## src/rtl/sup_pkg.sv

```systemverilog
package sup_pkg;

  typedef enum logic [1:0] {
    WDT_LONG  = 2'b00,
    WDT_MID   = 2'b01,
    WDT_SHORT = 2'b10,
    WDT_OFF   = 2'b11
  } wdt_code_e;

  function automatic longint unsigned ms_to_cyc(longint unsigned hz, longint unsigned ms);
    return (hz * ms) / 1000;
  endfunction

  function automatic longint unsigned max3(longint unsigned a, longint unsigned b,
                                           longint unsigned c);
    longint unsigned m;
    m = (a > b) ? a : b;
    return (m > c) ? m : c;
  endfunction

endpackage

```

## src/rtl/sup_wdt_cfg.sv

```systemverilog
module sup_wdt_cfg #(
  parameter logic [1:0] CODE_INIT = 2'b00
) (
  input  logic       clk_i,
  input  logic       rst_ni,
  input  logic       we_i,
  input  logic [1:0] code_i,
  input  logic       lock_en_i,
  input  logic       wp_ni,
  output logic [1:0] code_o
);

  logic [1:0] code_q;
  logic       locked;

  assign locked = lock_en_i & ~wp_ni;

  always_ff @(posedge clk_i or negedge rst_ni) begin
    if (!rst_ni)               code_q <= CODE_INIT;
    else if (we_i && !locked)  code_q <= code_i;
  end

  assign code_o = code_q;

  // a locked write never changes the code
  a_r10_locked_stable: assert property (@(posedge clk_i) disable iff (!rst_ni)
    (lock_en_i && !wp_ni) |=> $stable(code_q))
    else $error("a_r10_locked_stable");

endmodule

```

## src/rtl/sup_wdt_core.sv

```systemverilog
module sup_wdt_core
  import sup_pkg::*;
#(
  parameter int unsigned T_LONG  = 140,
  parameter int unsigned T_MID   = 60,
  parameter int unsigned T_SHORT = 20,
  parameter int unsigned CNT_W   = 8
) (
  input  logic       clk_i,
  input  logic       rst_ni,
  input  logic       hold_i,
  input  logic       cs_ni,
  input  logic [1:0] code_i,
  output logic       fire_o
);

  logic [CNT_W-1:0] cnt_q;
  logic [CNT_W-1:0] limit;
  logic             cs_q;
  logic             kick;
  logic             en;

  always_comb begin
    case (code_i)
      WDT_LONG:  limit = CNT_W'(T_LONG);
      WDT_MID:   limit = CNT_W'(T_MID);
      WDT_SHORT: limit = CNT_W'(T_SHORT);
      default:   limit = '0;
    endcase
  end

  assign en   = !hold_i && (code_i != WDT_OFF);
  assign kick = cs_q & ~cs_ni;
  // >= tolerates a code change that shortens the window mid-count
  assign fire_o = en && !kick && (cnt_q >= limit - CNT_W'(1));

  always_ff @(posedge clk_i or negedge rst_ni) begin
    if (!rst_ni) begin
      cs_q  <= 1'b1;
      cnt_q <= '0;
    end else begin
      cs_q <= cs_ni;
      if (!en || kick || fire_o) cnt_q <= '0;
      else                       cnt_q <= cnt_q + CNT_W'(1);
    end
  end

  // a falling chip-select edge restarts the count
  a_r7_kick_restarts: assert property (@(posedge clk_i) disable iff (!rst_ni)
    (en && cs_q && !cs_ni) |=> (cnt_q == '0))
    else $error("a_r7_kick_restarts");

  // disabled code never produces a timeout
  a_r8_off_silent: assert property (@(posedge clk_i) disable iff (!rst_ni)
    (code_i == WDT_OFF) |-> !fire_o)
    else $error("a_r8_off_silent");

  // no timeout while reset is being held
  a_r9_quiet_in_hold: assert property (@(posedge clk_i) disable iff (!rst_ni)
    hold_i |-> !fire_o)
    else $error("a_r9_quiet_in_hold");

endmodule

```

## src/rtl/sup_hold_timer.sv

```systemverilog
module sup_hold_timer #(
  parameter int unsigned HOLD_CYC = 20,
  localparam int unsigned HOLD_W  = $clog2(HOLD_CYC + 1)
) (
  input  logic clk_i,
  input  logic rst_ni,
  input  logic supply_ok_i,
  input  logic restart_i,
  output logic hold_o
);

  logic              hold_q;
  logic [HOLD_W-1:0] cnt_q;

  always_ff @(posedge clk_i or negedge rst_ni) begin
    if (!rst_ni) begin
      hold_q <= 1'b1;
      cnt_q  <= '0;
    end else if (!supply_ok_i || restart_i) begin
      hold_q <= 1'b1;
      cnt_q  <= '0;
    end else if (hold_q) begin
      if (cnt_q == HOLD_W'(HOLD_CYC - 1)) begin
        hold_q <= 1'b0;
        cnt_q  <= '0;
      end else begin
        cnt_q <= cnt_q + HOLD_W'(1);
      end
    end
  end

  assign hold_o = hold_q;

  // low supply forces hold on the next cycle
  a_r2_low_holds: assert property (@(posedge clk_i) disable iff (!rst_ni)
    !supply_ok_i |=> hold_q)
    else $error("a_r2_low_holds");

  // release only follows a good-supply sample
  a_r3_release_on_good: assert property (@(posedge clk_i) disable iff (!rst_ni)
    $fell(hold_q) |-> $past(supply_ok_i))
    else $error("a_r3_release_on_good");

  // a low sample discards accumulated hold time
  a_r4_count_cleared: assert property (@(posedge clk_i) disable iff (!rst_ni)
    !supply_ok_i |=> (cnt_q == '0))
    else $error("a_r4_count_cleared");

endmodule

```

## src/rtl/supply_wdt_supervisor.sv

```systemverilog
module supply_wdt_supervisor
  import sup_pkg::*;
#(
  parameter int unsigned CLK_HZ        = 50_000_000,
  parameter int unsigned HOLD_MS       = 200,
  parameter int unsigned TMO_LONG_MS   = 1400,
  parameter int unsigned TMO_MID_MS    = 600,
  parameter int unsigned TMO_SHORT_MS  = 200,
  parameter bit          ACTIVE_HIGH   = 1'b0,
  parameter logic [1:0]  WDT_CODE_INIT = 2'b00
) (
  input  logic       clk_i,
  input  logic       rst_ni,
  input  logic       supply_ok_i,
  input  logic       spi_cs_ni,
  input  logic [1:0] wdt_code_i,
  input  logic       wdt_code_we_i,
  input  logic       lock_en_i,
  input  logic       wp_ni,
  output logic [1:0] wdt_code_o,
  output logic       reset_o
);

  localparam int unsigned HOLD_CYC = 32'(ms_to_cyc(CLK_HZ, HOLD_MS));
  localparam int unsigned T_LONG   = 32'(ms_to_cyc(CLK_HZ, TMO_LONG_MS));
  localparam int unsigned T_MID    = 32'(ms_to_cyc(CLK_HZ, TMO_MID_MS));
  localparam int unsigned T_SHORT  = 32'(ms_to_cyc(CLK_HZ, TMO_SHORT_MS));
  localparam int unsigned T_MAX    = 32'(max3(T_LONG, T_MID, T_SHORT));
  localparam int unsigned WDT_W    = $clog2(T_MAX + 1);

  logic [1:0] code;
  logic       hold;
  logic       wdt_fire;

  sup_wdt_cfg #(
    .CODE_INIT(WDT_CODE_INIT)
  ) u_cfg (
    .clk_i     (clk_i),
    .rst_ni    (rst_ni),
    .we_i      (wdt_code_we_i),
    .code_i    (wdt_code_i),
    .lock_en_i (lock_en_i),
    .wp_ni     (wp_ni),
    .code_o    (code)
  );

  sup_wdt_core #(
    .T_LONG  (T_LONG),
    .T_MID   (T_MID),
    .T_SHORT (T_SHORT),
    .CNT_W   (WDT_W)
  ) u_wdt (
    .clk_i  (clk_i),
    .rst_ni (rst_ni),
    .hold_i (hold),
    .cs_ni  (spi_cs_ni),
    .code_i (code),
    .fire_o (wdt_fire)
  );

  sup_hold_timer #(
    .HOLD_CYC(HOLD_CYC)
  ) u_hold (
    .clk_i       (clk_i),
    .rst_ni      (rst_ni),
    .supply_ok_i (supply_ok_i),
    .restart_i   (wdt_fire),
    .hold_o      (hold)
  );

  assign wdt_code_o = code;

  if (ACTIVE_HIGH) begin : g_pol_hi
    assign reset_o = hold;
  end else begin : g_pol_lo
    assign reset_o = ~hold;
  end

  // a timeout re-enters the hold period
  a_r9_fire_holds: assert property (@(posedge clk_i) disable iff (!rst_ni)
    wdt_fire |=> hold)
    else $error("a_r9_fire_holds");

endmodule

```

## config.mk

```make
export PLATFORM = sky130hd
export DESIGN_NAME = supply_wdt_supervisor
export DESIGN_NICKNAME = d
export VERILOG_FILES = /design/src/rtl/sup_pkg.sv /design/src/rtl/sup_wdt_cfg.sv /design/src/rtl/sup_wdt_core.sv /design/src/rtl/sup_hold_timer.sv /design/src/rtl/supply_wdt_supervisor.sv
export SDC_FILE = /design/constraint.sdc
export NUM_CORES = 1
export LEC_CHECK = 0
export ABC_CLOCK_PERIOD_IN_PS = 2900
export BUFFER_PORTS_ARGS = -buffer_cell sky130_fd_sc_hd__buf_2
export CORE_MARGIN = 2
export CORE_UTILIZATION = 53
export DETAILED_ROUTE_END_ITERATION = 12
export GPL_TIMING_DRIVEN = 0
export PLACE_DENSITY = 0.72
export SLEW_MARGIN = 20
export SYNTH_ARGS = -nofsm -noshare
export SYNTH_HDL_FRONTEND = slang
export SYNTH_SLANG_ARGS = --single-unit
```

## constraint.sdc

```tcl
create_clock -name clk_i -period 2.9 [get_ports clk_i]
set_input_delay 0.29 -clock clk_i [delete_from_list [all_inputs] [get_ports clk_i]]
set_output_delay 0.29 -clock clk_i [all_outputs]
set_load 0.005 [all_outputs]
```

== Word-level counts from Yosys, hierarchy flattened ==
Index checks and enable logic that the tools add are counted.

* Reduce and logical (&&, ||, !) cells: 14
* Mux-type cells: 8
* Order comparisons: 1
* Equality and inequality tests: 4
* Bitwise logic cells: 5
* Add/sub/neg operators: 3

{| class="wikitable"
|+ Operators with widths
! operator !! number
|-
| $pmux 27 s3 || 1
|-
| $mux 24 || 3
|-
| $add 27x1->27 const B || 1
|-
| $ge 27x27->1 || 1
|-
| $mux 27 || 1
|-
| $sub 27x1->27 const B || 1
|-
| $add 24x1->24 const B || 1
|-
| $eq 24x24->1 const B || 1
|-
| $logic_not 1->1 || 5
|-
| $logic_and 1x1->1 || 4
|-
| $logic_or 1x1->1 || 3
|-
| $mux 1 || 3
|-
| $not 1->1 || 3
|-
| $and 1x1->1 || 2
|-
| $eq 2x1->1 const B || 1
|-
| $eq 2x2->1 const B || 1
|-
| $logic_not 2->1 || 1
|-
| $ne 2x2->1 const B || 1
|-
| $reduce_bool 2->1 || 1
|}

* Word-level logic and storage cells: 40
* Register bits after elaboration: 55
* Output and inout port bits: 3
* Input bits: 9

== Longest topological paths before layout ==
* Depth in word-level cells: 7
* Mapped depth: 10
* Gate-level depth less buffers: 9

== Modules after synthesis ==
A second synthesis with hierarchy kept.

* Cells, all modules: 379
* Area, all modules: 3668.5 sq um

{| class="wikitable"
|+ Modules (own cells, without submodules)
! module !! cells each !! instances !! area an instance (sq um)
|-
| sup_wdt_core || 201 || 1 || 2008.2
|-
| sup_hold_timer || 171 || 1 || 1571.5
|-
| sup_wdt_cfg || 6 || 1 || 85.1
|-
| supply_wdt_supervisor || 1 || 1 || 3.8
|}

== Worst setup path before layout ==
No wires, ideal clock.

* Path type: register -> register
* From: register u_cfg.code_q[0], in the netlist u_cfg.code_o[0]
* To: register u_hold.cnt_q[20]
* Data arrival time: 2.343 ns
* Path buffers: 1
* Cell stages (with the launch flop): 10
* Slack: 0.424 ns
* Data required time: 2.767 ns
* Library setup time: 0.133 ns
* Cells stage by stage: dfrtp_1 > inv_1 > ha_1 > ha_1 > nand4_1 > nor3_1 > a22oi_1 > o2111ai_2 > buf_2 > o211ai_1

* Cells in the longest elaborated chain, start to end: 7
* Elaborated cells between the ends (all ways): 13
* Classes of those cells: 1 x add/sub; 1 x order compare; 3 x eq/ne; 2 x mux; 6 x reduce/logical

{| class="wikitable"
|+ Ends and longest elaborated chain
! what !! line !! source
|-
| from (decl) || sup_wdt_cfg.sv:13 || <nowiki>logic [1:0] code_q;</nowiki>
|-
| from (signal assigned) || sup_wdt_cfg.sv:20 || <nowiki>else if (we_i && !locked) code_q <= code_i;</nowiki>
|-
| $eq 2x2->1 (tied with other cells) || sup_wdt_core.sv:24 || <nowiki>case (code_i)</nowiki>
|-
| $pmux 27 s3 || sup_wdt_core.sv:24 ||
|-
| $sub 27x1->27 || sup_wdt_core.sv:35 || <nowiki>assign fire_o = en && !kick && (cnt_q >= limit - CNT_W'(1));</nowiki>
|-
| $ge 27x27->1 || sup_wdt_core.sv:35 ||
|-
| $logic_and 1x1->1 (*) || sup_wdt_core.sv:35 ||
|-
| $logic_or 1x1->1 (*) || sup_hold_timer.sv:19 || <nowiki>end else if (!supply_ok_i || restart_i) begin</nowiki>
|-
| $mux 24 or $reduce_bool 2->1 (tied branches) || -- ||
|-
| to (signal assigned) || sup_hold_timer.sv:27 || <nowiki>cnt_q <= cnt_q + HOLD_W'(1);</nowiki>
|-
| to (decl) || sup_hold_timer.sv:13 || <nowiki>logic [HOLD_W-1:0] cnt_q;</nowiki>
|}

Every way passes the cells marked *; elsewhere a longest branch is shown, timed or not.
A chain may end at the register's enable or synchronous reset.

== Final worst setup path ==
* From: register u_cfg.code_q[0], in the netlist u_cfg.code_o[0]
* To: register u_wdt.cnt_q[15]

* Cells in the longest elaborated chain, start to end: 7
* Elaborated cells between the ends (all ways): 14
* Classes of those cells: 1 x add/sub; 1 x order compare; 3 x eq/ne; 2 x mux; 7 x reduce/logical

{| class="wikitable"
|+ Ends and longest elaborated chain
! what !! line !! source
|-
| $eq 2x2->1 (tied with other cells) || sup_wdt_core.sv:24 ||
|-
| $pmux 27 s3 || sup_wdt_core.sv:24 ||
|-
| $sub 27x1->27 || sup_wdt_core.sv:35 ||
|-
| $ge 27x27->1 || sup_wdt_core.sv:35 ||
|-
| $logic_and 1x1->1 || sup_wdt_core.sv:35 ||
|-
| $logic_or 1x1->1 (*) || sup_wdt_core.sv:43 || <nowiki>if (!en || kick || fire_o) cnt_q <= '0;</nowiki>
|-
| $mux 27 (*) || sup_wdt_core.sv:43 ||
|-
| to (signal assigned) || sup_wdt_core.sv:44 || <nowiki>else cnt_q <= cnt_q + CNT_W'(1);</nowiki>
|-
| to (decl) || sup_wdt_core.sv:17 || <nowiki>logic [CNT_W-1:0] cnt_q;</nowiki>
|}

Marked as above.

==> impl_results.md <==
- Status: completed
- IO Port Bufs: 11
- Chip height: about 85 um
- Diode count: 0
- Drt initial violations: roughly 140
- Post-synthesis cell count: 377
- Async SR Flop Fraction: between 90% and 100%
- Syn_nets: slightly above 400
- Grt ovf: 0
- Slew @ Worst Pin: 0.6864 ns
- Sequential-to-total area share from yosys stat: roughly 40%
- CTS Sinks: 55
- TritonCTS clock tree: yes
- Hold Vio Cnt, Final: 0
- Synthesized cell area: 0.003436 sq mm
- Leak: ~1.5 nW
- Max-slew violation count: 0
- H-tree levels: 2
- WL/cell: approximately 15 um
- DR DRC count: 0
- Critical setup path kind: flip-flop to flip-flop
- Initial Utilization: about 54%
- R2r endpoint: u_wdt.cnt_q[15]
- Total CTS buffers: 5
- CP Data Arrival Time: slightly below 3 ns
- Design Area, Final: ~0.0038 sq mm
- FF-to-FF path depth: 10
- Max Fanout on Critical Path: 10
- Share of layout cells above drive strength 1: 13.00%
- # nets final: 434
- CP Capture Point: u_wdt.cnt_q[15]
- Hpwl dp: 5.257 mm
- Vias in the first global route: ~2,900
- Main synth FF type: dfrtp_1
- EDFF count, synth: 0
- Global placement routability congestion: 0.8337
- Final Skew: 0.008948 ns
- Setup TNS: 0 ns
- Max rail drop VDD: 0.1865 mV
- Setup-failing EPs final: 0
- Drt pass-1 iters: 4
- Clk Tree Root Cell: clkbuf_8
- Post-Syn Area per Cell: slightly above 9 sq um
- Fmax achieved: 366.8 MHz
- CORE AREA: ~0.0063 sq mm
- Vias after detailed routing: 2,918
- All-Layer GR Usage: 22.21%
- Global-route wire length before repair: 13.03 mm
- Die footprint: around 0.007 sq mm
- Final period util: 94.02%
- Tmin final: 2.726 ns
- RSZ-0062 raised after global routing: false
- Crit Reg-Reg Startpoint: u_cfg.code_o[0]
- Power density cells: about 350 mW/mm^2
- HP Class: input port to asynchronous set/reset pin
- Max-cap viol count: 0
- Clock Latency Late Sink: 0.31 ns
- Routed WL: 7.314 mm
- Worst slew margin: 54.24%
- Worst setup SP type: flip-flop
- I/O pin cnt: 12
- Flop-to-flop setup slack: 0.17 ns
- Avg Vias per Cell: 6.117
- Clock Tree Buf Depth: 2
- Die W: 84.52 um
- Crit path launch: u_cfg.code_o[0]
- Area after DPL: 0.003590 sq mm
- Ys Warns: 0
- Layout overhead on the synthesized area: 9.650%
- Worst-path clk slew: about 0.090 ns
- Antenna violations before repair: 0
- Required @ worst endpoint: ~3.1 ns
- Post-DRT Antenna Nets: 0
- Core Rows: 29
- Largest net degree at the start of global routing: between 50 and 60
- FF+latch count, synth: 55
- Hold WS: 0.01192 ns
- Post-synthesis cell type count: 43
- CP Capture Type: flip-flop
## worst max-delay path: stages (launching register included)
cell and delay, ns:
dfrtp_2 0.45, clkinvlp_4 0.17, ha_2 0.41, ha_1 0.27
a21oi_1 0.15, o21ai_0 0.11, a22oi_2 0.39, nand4_2 0.22
buf_12 0.20, buf_4 0.17, nor2_1 0.12
## worst min path at each step
stage / from / endpoint / slack [ns]
after floorplan: rst_ni / u_cfg.code_o[0] / -0.006
after global placement: spi_cs_ni / u_wdt.cs_q / 0.42
after detailed placement: rst_ni / u_hold.cnt_q[8] / 0.38
after CTS: rst_ni / u_hold.cnt_q[8] / 0.04
after global routing: rst_ni / u_hold.cnt_q[7] / 0.07
final: rst_ni / u_hold.cnt_q[8] / 0.01
## layer usage
metal  share of wire [%]  up-vias  global-route usage [%]  wire length, um
li1                    -     1428                       -                -
met1                  44     1412                   27.93             3211
met2                  50       61                   37.72             3661
met3                 3.5       17                   4.031              255
met4                 2.5        0                   9.091              186
met5                   0        -                       0                0
## Yosys cell counts, types with 2 or more instances
master	n	share of area, %
or4_1	6	1.3
o21a_1	3	0.66
nand4_1	22	4.0
xnor2_1	7	1.8
dfrtp_1	53	39
a21oi_1	20	2.9
or3_1	13	2.4
a211o_1	2	0.51
buf_2	7	1.0
dfstp_2	2	1.5
o31ai_1	3	0.66
o22ai_1	4	0.73
o21ai_0	14	2.0
mux2_2	2	0.66
and4_1	3	0.76
a31oi_1	3	0.55
nor4_1	5	0.91
nor2_1	33	3.6
o211ai_1	15	3.3
nand3_1	29	4.2
and3_1	5	0.91
xor2_1	16	4.1
nand2_1	31	3.4
nor3_1	8	1.2
inv_1	25	2.7
nor4_2	3	1.1
ha_1	26	9.5
o21ai_1	2	0.29
## final cells by class
type	count	area, sq um
plain buffers	9	51.30
clock inverters	1	5.005
repair buffers	15	100.1
clock buffers	7	76.32
inverters	25	97.59
flip-flops and latches	55	1380
fillers	530	2546
well taps	77	96.34
multi-input cells	288	1961
## logic make-up (layout without fill, tap and decap cells)
kind of cell | count (synthesis) | in the layout | synth area share (%)
AO/OA/AOI/OAI | 70 | 70 | 12.89
XOR/XNOR | 23 | 23 | 5.863
adder cells (fa/ha/maj) | 26 | 26 | 9.468
buffers and inverters | 34 | 57 | 4.079
flip-flops | 55 | 55 | 40.13
multiplexers | 3 | 3 | 0.9468
AND/OR/NAND/NOR | 166 | 166 | 26.62
## through the flow
stage               instances  setup WS (ns)  total power, mW  utilization (%)
global route              477        0.02714            1.407            59.67
detailed placement        465        -0.1434           0.9327            56.86
floorplan                 377         0.4237           0.8790                -
finish                    477         0.1735            1.333            59.67
CTS                       474       0.008955            1.348            58.90
global placement          465       -0.04344           0.9272            56.82
## power breakdown
| group | internal, mW | switching [mW] |
|---|---|---|
| clock | 0.170 | 0.239 |
| combinational | 0.0511 | 0.0847 |
| sequential | 0.775 | 0.0131 |
| total | 0.996 | 0.337 |
## placed cells by master, fill, tap and decap left out, types with 5 or more instances in the layout
cell	Yosys	layout
and3_1	5	5
buf_4	1	7
nor2_1	33	33
nor3_1	8	6
ha_1	26	25
dfrtp_1	53	52
nand4_1	22	22
nand3_1	29	29
nand2_1	31	31
inv_1	25	24
or4_1	6	6
o211ai_1	15	15
a21oi_1	20	20
clkbuf_8	0	5
buf_2	7	15
or3_1	13	13
xor2_1	16	16
o21ai_0	14	13
xnor2_1	7	7
## registers in the layout, summed over array words and instances (netlist names)
register and flops:
u_cfg.code_o 2, u_hold.cnt_q 24, u_hold.hold_o 1, u_wdt.cnt_q 27, u_wdt.cs_q 1
## repair_timing
| item | 4_1_cts | 5_1_grt |
|---|---|---|
| pin swaps | 1 | 3 |
| cloned | 0 | 0 |
| buffers inserted | 1 | 3 |
| setup endpoints to repair | 34 | 37 |
| hold buffers | 0 | 0 |
| gates resized for setup | 5 | 7 |
(Power assumes the default switching activity.)
